### config.mk
export PLATFORM = sky130hd
export DESIGN_NAME = acq_trig_detect
export DESIGN_NICKNAME = d
export VERILOG_FILES = /design/src/rtl/trig_pkg.sv /design/src/rtl/trig_sync.sv /design/src/rtl/trig_cfg_reg.sv /design/src/rtl/trig_qualify.sv /design/src/rtl/acq_trig_detect.sv
export SDC_FILE = /design/constraint.sdc
export NUM_CORES = 1
export LEC_CHECK = 0
export BUFFER_PORTS_ARGS = -buffer_cell sky130_fd_sc_hd__buf_2
export CORE_AREA = 2 2 39 41
export CTS_BUF_LIST = sky130_fd_sc_hd__clkbuf_8
export CTS_CLUSTER_DIAMETER = 100
export CTS_CLUSTER_SIZE = 30
export DETAILED_ROUTE_END_ITERATION = 8
export DIE_AREA = 0 0 41 43
export PLACE_DENSITY_LB_ADDON = 0.12
export SETUP_SLACK_MARGIN = 0.1
export SLEW_MARGIN = 30
export SYNTH_ARGS = -nofsm -noshare
export SYNTH_HDL_FRONTEND = slang
export SYNTH_SLANG_ARGS = --single-unit
### constraint.sdc
create_clock -name clk -period 0.85 [get_ports clk]
set_input_delay 0.2125 -clock clk [delete_from_list [all_inputs] [get_ports clk]]
set_output_delay 0.2125 -clock clk [all_outputs]
set_load 0.005 [all_outputs]
### src/rtl/trig_pkg.sv
package trig_pkg;
  // Bit positions of the control word decoded by the detector
  localparam int unsigned ARM_BIT   = 0;
  localparam int unsigned LEVEL_BIT = 1;
  localparam int unsigned NEG_BIT   = 2;
  localparam int unsigned SRC_BIT   = 4;

  // Index of each input inside the synchroniser bus
  localparam int unsigned IDX_CMP = 0;
  localparam int unsigned IDX_TTL = 1;
  localparam int unsigned N_SRC   = 2;

  typedef struct packed {
    logic src_ttl;
    logic neg_sense;
    logic level_mode;
    logic armed;
  } trig_cfg_t;
endpackage

### src/rtl/trig_sync.sv
module trig_sync #(
  parameter int unsigned WIDTH  = 2,
  parameter int unsigned STAGES = 2
) (
  input  logic             clk,
  input  logic             rst_n,
  input  logic [WIDTH-1:0] din,
  output logic [WIDTH-1:0] dout
);
  logic [WIDTH-1:0] stage_q [STAGES];

  genvar s;
  generate
    for (s = 0; s < STAGES; s++) begin : g_stage
      if (s == 0) begin : g_first
        always_ff @(posedge clk or negedge rst_n) begin
          if (!rst_n) stage_q[s] <= '0;
          else        stage_q[s] <= din;
        end
      end else begin : g_next
        always_ff @(posedge clk or negedge rst_n) begin
          if (!rst_n) stage_q[s] <= '0;
          else        stage_q[s] <= stage_q[s-1];
        end
      end
    end
  endgenerate

  assign dout = stage_q[STAGES-1];
endmodule

### src/rtl/trig_cfg_reg.sv
module trig_cfg_reg
  import trig_pkg::*;
#(
  parameter int unsigned CTRL_W = 16
) (
  input  logic              clk,
  input  logic              rst_n,
  input  logic              wr_en,
  input  logic [CTRL_W-1:0] wr_data,
  output trig_cfg_t         cfg_q,
  output logic              hist_clr
);
  localparam logic [CTRL_W-1:0] USED_MASK =
    (CTRL_W'(1) << ARM_BIT) | (CTRL_W'(1) << LEVEL_BIT) |
    (CTRL_W'(1) << NEG_BIT) | (CTRL_W'(1) << SRC_BIT);

  trig_cfg_t wr_cfg;
  logic      unused_ctrl_bits;

  always_comb begin
    wr_cfg.armed      = wr_data[ARM_BIT];
    wr_cfg.level_mode = wr_data[LEVEL_BIT];
    wr_cfg.neg_sense  = wr_data[NEG_BIT];
    wr_cfg.src_ttl    = wr_data[SRC_BIT];
  end

  assign unused_ctrl_bits = ^(wr_data & ~USED_MASK);

  // History must be dropped when the selected, polarity-corrected signal can jump
  always_comb begin
    hist_clr = wr_en &&
               ((wr_cfg.src_ttl   != cfg_q.src_ttl) ||
                (wr_cfg.neg_sense != cfg_q.neg_sense));
  end

  always_ff @(posedge clk or negedge rst_n) begin
    if (!rst_n)     cfg_q <= '0;
    else if (wr_en) cfg_q <= wr_cfg;
  end
endmodule

### src/rtl/trig_qualify.sv
module trig_qualify
  import trig_pkg::*;
(
  input  logic             clk,
  input  logic             rst_n,
  input  trig_cfg_t        cfg,
  input  logic             hist_clr,
  input  logic [N_SRC-1:0] src_sync,
  output logic             qual_sel,
  output logic             trig_out
);
  logic prev_q, prev_d;
  logic hist_ok_q, hist_ok_d;
  logic out_d;
  logic raw_sel;
  logic edge_hit;

  always_comb begin
    raw_sel  = cfg.src_ttl ? src_sync[IDX_TTL] : src_sync[IDX_CMP];
    qual_sel = raw_sel ^ cfg.neg_sense;
  end

  always_comb begin
    edge_hit  = qual_sel && !prev_q && hist_ok_q;
    prev_d    = qual_sel;
    hist_ok_d = !hist_clr;
    if (!cfg.armed)          out_d = 1'b0;
    else if (cfg.level_mode) out_d = qual_sel;
    else                     out_d = edge_hit;
  end

  always_ff @(posedge clk or negedge rst_n) begin
    if (!rst_n) begin
      prev_q    <= 1'b0;
      hist_ok_q <= 1'b0;
      trig_out  <= 1'b0;
    end else begin
      prev_q    <= prev_d;
      hist_ok_q <= hist_ok_d;
      trig_out  <= out_d;
    end
  end
endmodule

### src/rtl/acq_trig_detect.sv
module acq_trig_detect
  import trig_pkg::*;
#(
  parameter int unsigned CTRL_W      = 16,
  parameter int unsigned SYNC_STAGES = 2,
  parameter int unsigned RST_STAGES  = 2
) (
  input  logic              clk,
  input  logic              rst_n,
  input  logic              cfg_wr,
  input  logic [CTRL_W-1:0] cfg_data,
  input  logic              ttl_in,
  input  logic              cmp_in,
  output logic              trig_out
);
  logic [RST_STAGES-1:0] rst_pipe_q;
  logic                  rst_int_n;
  logic [N_SRC-1:0]      src_raw;
  logic [N_SRC-1:0]      src_sync;
  trig_cfg_t             cfg_q;
  logic                  hist_clr;
  logic                  qual_sel;

  // Reset asserts at once and is released after RST_STAGES clocks
  always_ff @(posedge clk or negedge rst_n) begin
    if (!rst_n) rst_pipe_q <= '0;
    else        rst_pipe_q <= {rst_pipe_q[RST_STAGES-2:0], 1'b1};
  end
  assign rst_int_n = rst_pipe_q[RST_STAGES-1];

  always_comb begin
    src_raw          = '0;
    src_raw[IDX_CMP] = cmp_in;
    src_raw[IDX_TTL] = ttl_in;
  end

  trig_sync #(.WIDTH(N_SRC), .STAGES(SYNC_STAGES)) u_sync (
    .clk  (clk),
    .rst_n(rst_int_n),
    .din  (src_raw),
    .dout (src_sync)
  );

  trig_cfg_reg #(.CTRL_W(CTRL_W)) u_cfg (
    .clk     (clk),
    .rst_n   (rst_int_n),
    .wr_en   (cfg_wr),
    .wr_data (cfg_data),
    .cfg_q   (cfg_q),
    .hist_clr(hist_clr)
  );

  trig_qualify u_qual (
    .clk     (clk),
    .rst_n   (rst_int_n),
    .cfg     (cfg_q),
    .hist_clr(hist_clr),
    .src_sync(src_sync),
    .qual_sel(qual_sel),
    .trig_out(trig_out)
  );
endmodule

== Yosys cells after proc, flatten, opt, wreduce, memory -nomap -nowiden ==
Cells that the tools add are included.
Word-level totals
  bits in registers: 13
  latch bits: 0
  memory bits (writable): 0
  memory bits (read-only): 0
  input port bits: 21
  output and inout bits: 1
  logic and storage cells: 22
  memories kept: 0
Cells by class
  $add $sub $neg: 0
  multiply operators: 0
  divide/modulo/power cells: 0
  magnitude comparators: 0
  equality and inequality tests: 2
  shift-type cells: 0
  muxes and demuxes: 3
  bitwise gates (word level): 1
  reductions and logical operators: 6
Operator list (count)
  logical AND 1 bit: 3
  two-way mux 1 bit: 3
  zero test 1 bit: 2
  inequality test 1 bit: 2
  logical OR 1 bit: 1
  bitwise XOR 1 bit: 1

== Logic depth before layout (Yosys ltp) ==
Gate-level depths: netlist of run 1.
  depth after elaboration: 6
  mapped depth: 3
  depth with buffers taken out: 3

== Modules after synthesis ==
Synthesis of run 1 repeated with hierarchy kept, for this count alone.
Unflattened totals
  cells, all modules: 28
  area, all modules: 452.9 µm²
Modules (own cells, without submodules)
  trig_cfg_reg: times used 1, cells an instance 11, area an instance 170.2 µm², sequential area each 100.1 µm²
  trig_sync: times used 1, cells an instance 6, area an instance 115.1 µm², sequential area each 100.1 µm²
  trig_qualify: times used 1, cells an instance 8, area an instance 113.9 µm², sequential area each 75.1 µm²
  acq_trig_detect: times used 1, cells an instance 3, area an instance 53.8 µm², sequential area each 50.0 µm²

== Worst setup path after synthesis of run 1 ==
No wires, ideal clock.
  kind: register to register
  start: register u_cfg.cfg_q[3] (netlist name)
  end: register u_qual.trig_out
  library setup time: 0.065 ns
  arrival time: 0.871 ns
  data required time: 0.785 ns
  slack: -0.086 ns
  cell stages (with the launch flop): 4
  path buffers: 0
  period minus slack after synthesis: 0.936 ns
  path through: dfrtp_1 mux2i_1 xnor2_1 o211a_1
On the way
  longest elaborated chain between the ends: 6
RTL lines
  two-way mux 1 bit *: RTL line trig_qualify.sv:19  | raw_sel = cfg.src_ttl ? src_sync[IDX_TTL] : src_sync[IDX_CMP];
  bitwise XOR 1 bit *: RTL line trig_qualify.sv:20  | qual_sel = raw_sel ^ cfg.neg_sense;
  net qual_sel: RTL line acq_trig_detect.sv:22  | logic qual_sel;
  logical AND 1 bit (2 in a row): RTL line trig_qualify.sv:24  | edge_hit = qual_sel && !prev_q && hist_ok_q;
  two-way mux 1 bit *: RTL line trig_qualify.sv:28  | else if (cfg.level_mode) out_d = qual_sel;
  two-way mux 1 bit *: RTL line trig_qualify.sv:27  | if (!cfg.armed) out_d = 1'b0;
  net u_qual.out_d: RTL line trig_qualify.sv:14  | logic out_d;
  end signal, assigned: RTL line trig_qualify.sv:40  | trig_out <= out_d;
  end, declared: RTL line trig_qualify.sv:10  | output logic trig_out
The timed path passes the listed nets; every way through them passes the cells marked *.
A chain may end at the register's enable or synchronous reset.

== Worst setup path in the final report of run 1 ==
  start: register u_cfg.cfg_q[3] (netlist name)
  end: register u_qual.trig_out
On the way
  longest elaborated chain between the ends: 6
RTL lines (RTL line)
  two-way mux 1 bit *: trig_qualify.sv:19
  bitwise XOR 1 bit *: trig_qualify.sv:20
  net qual_sel: acq_trig_detect.sv:22
  logical AND 1 bit (2 in a row): trig_qualify.sv:24
  two-way mux 1 bit *: trig_qualify.sv:28
  two-way mux 1 bit *: trig_qualify.sv:27
  net u_qual.out_d: trig_qualify.sv:14
Marked as above.

==> qor.yml, run 1 <==
sta:
  clock.fmax_mhz: 1060
  fin_crit_ns: 0.947
  rsz0062_at_grt: "true"
  setup_violations: 4
  finalSetupTns_ns: -0.260
  holdWs_ns: 0.0755
  fin_skew_ns: 0.000399
  timing.final.max_slew_violations: 0
  finalWorstSetupSlack_ns: -0.0967
  fin_crit_sh_pct: 111
  final-hold-violation-count: 0
job:
  cap_violations: 0
floorplanning:
  die_height_um: 43
  initial_core_util_pct: 31.2
  core_sq_mm: 0.00138
  die-area_sq_mm: 0.00176
  io_pins: 22
  chipWidth_um: 41
  rows: 14
placed_design:
  io_buffers: 9
  hpwlAfterDp_um: 446
  gp_congestion: 0.588
  dp_cells: 51
  place_ws_ns: -0.0993
worst_setup_path:
  crit_path_max_fanout: 2
  path_cells: "mux2i_1, xnor2_1, o211a_1"
  required_ns: 1.03
  cp.arrival_ns: 1.13
  crit_type: "register to register"
  crit_path_top_delay_cell: "dfrtp_1"
  end_kind: "register"
  start_kind: "register"
  slowest_delay_ns: 0.36
detailed_routing:
  num_vias: 245
  drc: 0
  drt_iter0_drc: 0
  final_antenna_net_count: 0
  routed_wirelength_um: 631
  firstDrtPassIters: 1
  wl_per_cell_um: 11.1
  vias_per_cell: 4.30
yosys:
  syn_nets: 46
  ys_warn_count: 0
  synth_top_area_share_pct: 75.4
  synth_edf_count: 0
  ys_types: 9
  ys_ff_latch: 13
  synth_area_leaders: "dfrtp_1 75%, mux2_1 10%, xor2_1 4.1%"
  synth_top_cell_by_area: "dfrtp_1"
  synth_cells: 25
  synth.cell_area_sq_um: 432
  ys.flop_type: "dfrtp_1"
  avgSynthCellArea_sq_um: 17.3
  synthArstFlopShare_pct: 100
  ys_seq_area_share_pct: 75.4
  synth_most_common_cell: "dfrtp_1"
  synth_top_cells_by_count: "13 x dfrtp_1, 4 x mux2_1, 2 x xor2_1"
grt:
  grt_overflow: 0
  grt_max_degree: 12
  grt_pass1_vias: 274
  grtUsageTotal_pct: 11.0
  grt_antenna_before_repair: 0
  grt_pass1_wl_mm: 1.12
final_layout:
  diodes: 0
  synthToLayoutAreaGrowth_pct: 34.8
  fin_nets: 63
  ff_latch_area_sq_um: 325
  fillers: 135
  multiInputGateArea_sq_um: 121
  final_core_util_pct: 42.0
  layout.cells.non_filler: 57
  drive_gt1_share_pct: 43.9
pwr:
  leakagePower_nw: 0.297
  power.density_mw_per_mm2: 2340
  ir_drop_uv: 1120
clock_tree:
  insertion_delay_ns: 0.24
  cts_buffers: 3
  clockBufferDepth: 2
  cts_tree: "done"
  cts_root_buffer: "clkbuf_8"
  cts.sinks: 13
  path_clk_slew_ns: 0.05
  htreeDepth: 1
outcome:
  violations: "setup timing"
  run_status: "finished with violations"
min_path:
  worst_hold_path_type: "primary input to register"
cells in the final DEF (no fill, tap or decap), drive strengths merged:
master and count:
buf 11, clkbuf 3, conb 1, dfrtp 13, dlygate4sd3 1, inv 1
mux2 4, mux2i 1, nor2b 1, o211a 1, o21ai 1, xnor2 1
xor2 2
kinds of logic (layout without fill, tap and decap cells):
group	after synthesis	in the layout	synth area share (%)
flops	13	13	75.4
mux	5	5	12.8
xor+xnor	3	3	6.09
compound gates	2	2	3.48
other cells	1	1	0.869
simple gates	1	1	1.45
buf+inv	0	16	0
final cells by class:
class	count	share of cell area, %
Sequential cell	13	55.9
Multi-Input combinational cell	12	20.9
Timing Repair Buffer	12	12.0
Clock buffer	3	7.10
Tap cell	16	3.44
Clock inverter	1	0.645
worst paths after layout:
check	start	to	cells past startpoint	slack [ns]
worst max-delay path	u_cfg.cfg_q[3]	u_qual.trig_out	3	-0.1
worst min-delay path	ttl_in	u_sync.stage_q[3]	1	0.08
worst max register to register	u_cfg.cfg_q[3]	u_qual.trig_out	3	-0.1
worst min register to register	rst_pipe_q[1]	u_cfg.cfg_q[3]	0	0.17
max in group asynchronous	rst_pipe_q[1]	u_cfg.cfg_q[0]	0	0.40
min in group asynchronous	rst_pipe_q[1]	u_cfg.cfg_q[3]	0	0.17
sequential cells by signal (all words and copies together), names as in the netlist:
name,flops
rst_pipe_q,2
u_sync.stage_q,2
u_sync.dout,2
u_qual.prev_q,1
u_qual.hist_ok_q,1
u_cfg.cfg_q,4
u_qual.trig_out,1
power breakdown:
group	internal (mW)	switching, mW	total [mW]
sequential	0.674	0.0313	0.705
clock	0.318	0.211	0.529
combinational	0.0837	0.0415	0.125
layer usage:
| metal | track usage, % | up-vias | share of wire, % |
|---|---|---|---|
| li1 | - | 113 | - |
| met1 | 10.4 | 119 | 38 |
| met2 | 14.7 | 8 | 50 |
| met3 | 4.71 | 5 | 5.7 |
| met4 | 14.0 | 0 | 6.0 |
| met5 | 0 | - | 0 |
critical path: cells and delay by family (launching register included):
| kind | cells | cell delay [ns] |
|---|---|---|
| compound gates | 1 | 0.16 |
| xor+xnor | 1 | 0.15 |
| mux | 1 | 0.22 |
| flops | 1 | 0.36 |
what timing repair did:
action / CTS / global route
buffers inserted: 1 / 0
hold endpoints to repair: 2 / 0
resized for setup: 2 / 1
cloned: 0 / 0
endpoints found under the setup margin: 8 / 8
pin swaps: 1 / 1
hold buffers: 1 / 0
stage by stage:
step | instance area (sq um) | total power [mW]
finish | 582 | 1.36
detailed placement | 508 | 0.819
global placement | 508 | 0.814
floorplan | 435 | 0.766
CTS | 578 | 1.38
global route | 582 | 1.43
No activity file was read; power rests on OpenSTA's default activity.
==> run 2, diff against run 1 <==
==> constraint.sdc (replaced) <==
create_clock -name clk -period 0.9 [get_ports clk]
set_input_delay 0.225 -clock clk [delete_from_list [all_inputs] [get_ports clk]]
set_output_delay 0.225 -clock clk [all_outputs]
set_load 0.005 [all_outputs]
==> qor.yml, run 2 (same netlist as run 1, synthesis figures left out) <==
detailed_routing:
  num_vias: 243  # was 245
  drc: 0  # unchanged
  wl_per_cell_um: 10.9  # was 11.1 um
  firstDrtPassIters: 2  # was 1
  final_antenna_net_count: 0  # unchanged
  routed_wirelength_um: 624  # was 631 um
  drt_iter0_drc: 1  # was 0
  vias_per_cell: 4.26  # was 4.30
sta:
  timing.final.max_slew_violations: 0  # unchanged
  rsz0062_at_grt: "true"  # unchanged
  finalSetupTns_ns: -0.145  # was -0.260 ns
  finalWorstSetupSlack_ns: -0.0750  # was -0.0967 ns
  fin_skew_ns: 0.000816  # was 0.000399 ns
  setup_violations: 4  # unchanged
  final-hold-violation-count: 0  # unchanged
  fin_crit_ns: 0.975  # was 0.947 ns
  fin_crit_sh_pct: 108  # was 111%
  clock.fmax_mhz: 1030  # was 1060 MHz
floorplanning:
  core_sq_mm: 0.00138  # unchanged
  rows: 14  # unchanged
  chipWidth_um: 41  # unchanged
  io_pins: 22  # unchanged
  die-area_sq_mm: 0.00176  # unchanged
  die_height_um: 43  # unchanged
  initial_core_util_pct: 31.2  # unchanged
placed_design:
  dp_cells: 51  # unchanged
  gp_congestion: 0.594  # was 0.588
  io_buffers: 9  # unchanged
  place_ws_ns: -0.0818  # was -0.0993 ns
  hpwlAfterDp_um: 463  # was 446 um
final_layout:
  drive_gt1_share_pct: 43.9  # unchanged
  final_cell_mix: "13 x dfrtp_1, 9 x buf_2, 3 x mux2_4, 3 x clkbuf_8, 2 x buf_4"  # was 13 x dfrtp_1, 9 x buf_2, 4 x mux2_4, 3 x clkbuf_8
  layout.cells.non_filler: 57  # unchanged
  ff_latch_area_sq_um: 325  # unchanged
  top_register: "u_cfg.cfg_q"  # unchanged
  final_core_util_pct: 42.3  # was 42.0%
  diodes: 0  # unchanged
  multiInputGateArea_sq_um: 125  # was 121 sq um
  synthToLayoutAreaGrowth_pct: 35.7  # was 34.8%
  fin_nets: 63  # unchanged
  fillers: 126  # was 135
  largest_register_ffs: 4  # unchanged
  layout_commonest_cell: "dfrtp_1"  # unchanged
clock_tree:
  cts.sinks: 13  # unchanged
  cts_buffers: 3  # unchanged
  clockBufferDepth: 2  # unchanged
  cts_tree: "done"  # unchanged
  path_clk_slew_ns: 0.05  # about the same
  insertion_delay_ns: 0.24  # about the same
  cts_root_buffer: "clkbuf_8"  # unchanged
  htreeDepth: 1  # unchanged
outcome:
  run_status: "finished with violations"  # unchanged
  violations: "setup timing"  # unchanged
grt:
  grt_max_degree: 12  # unchanged
  grt_pass1_wl_mm: 1.08  # was 1.12 mm
  grtUsageTotal_pct: 10.2  # was 11.0%
  grt_antenna_before_repair: 0  # unchanged
  grt_overflow: 0  # unchanged
  grt_pass1_vias: 268  # was 274
pwr:
  pwr-share-comb_pct: 9.8  # was 9.2%
  p_sw_mw: 0.268  # was 0.284 mW
  leakagePower_nw: 0.294  # was 0.297 nW
  power.density_mw_per_mm2: 2200  # was 2340 mW/mm^2
  internal-power_mw: 1.02  # was 1.08 mW
  power_mw: 1.29  # was 1.36 mW
  ir_drop_uv: 1380  # was 1120 uV
  p_seq_share_pct: 51.6  # was 51.9%
  netSwitchingFraction_pct: 20.8  # was 20.9%
  power.share.clock_pct: 38.5  # was 38.9%
worst_setup_path:
  r2r_cells: 3  # unchanged
  end_kind: "register"  # unchanged
  crit_path_max_fanout: 2  # unchanged
  cp.arrival_ns: 1.15  # was 1.13 ns
  crit_type: "register to register"  # unchanged
  start_kind: "register"  # unchanged
  required_ns: 1.08  # was 1.03 ns
min_path:
  worst_hold_path_type: "primary input to register"  # unchanged
  worst_hold_path.num_cells: 1  # unchanged
job:
  cap_violations: 0  # unchanged
## run 2: critical path, stage by stage (launching register included)
cell and delay, ns:
dfrtp_1 0.35, mux2i_1 0.22, xnor2_1 0.17, o211a_1 0.17
## run 2: final timing paths
| check | startpoint | to | slack, ns |
|---|---|---|---|
| max reg2reg | u_cfg.cfg_q[3] | u_qual.trig_out | -0.07 |
| min in group asynchronous | rst_pipe_q[1] | u_cfg.cfg_q[1] | 0.18 |
| max in group asynchronous | rst_pipe_q[1] | u_cfg.cfg_q[3] | 0.41 |
| max | u_cfg.cfg_q[3] | u_qual.trig_out | -0.07 |
| min | cmp_in | u_sync.stage_q[2] | 0.09 |
| min reg2reg | rst_pipe_q[1] | u_cfg.cfg_q[1] | 0.18 |
## run 2: layout make-up
cell class / count / share of cell area, %
Sequential cell: 13 / 55.6
Tap cell: 16 / 3.42
Clock inverter: 1 / 0.641
Timing Repair Buffer: 12 / 12.0
Clock buffer: 3 / 7.05
Multi-Input combinational cell: 12 / 21.4
## run 2: power groups by stage
stage	clock, mW	combinational, mW	sequential, mW
2_1_floorplan	0	0.0485	0.671
3_3_place_gp	0	0.0903	0.673
3_5_place_dp	0	0.0951	0.677
4_1_cts	0.519	0.115	0.666
5_1_grt	0.538	0.139	0.673
6_report	0.496	0.127	0.665
## run 2: what timing repair did
| action | in CTS | in global routing |
|---|---|---|
| setup buffers | 1 | 0 |
| pin swaps | 2 | 1 |
| hold endpoints to repair | 2 | 0 |
| gates resized for setup | 1 | 3 |
| hold buffers | 1 | 0 |
| endpoints found under the setup margin | 6 | 7 |
## run 2: per-stage QoR
| step | hold slack (ns) | instance area, sq um |
|---|---|---|
| floorplan | -0.0706 | 432 |
| global placement | 0.00909 | 504 |
| detailed placement | 0.0119 | 504 |
| CTS | 0.0821 | 571 |
| global route | 0.0788 | 586 |
| finish | 0.0900 | 586 |
## run 2: layer usage
metal  GRT usage [%]  up-vias  routed length, um
li1                -      111                  -
met1            9.66      120                257
met2            14.7        8                308
met3            4.71        4                 32
met4            10.0        0                 25
met5               0        -                  0
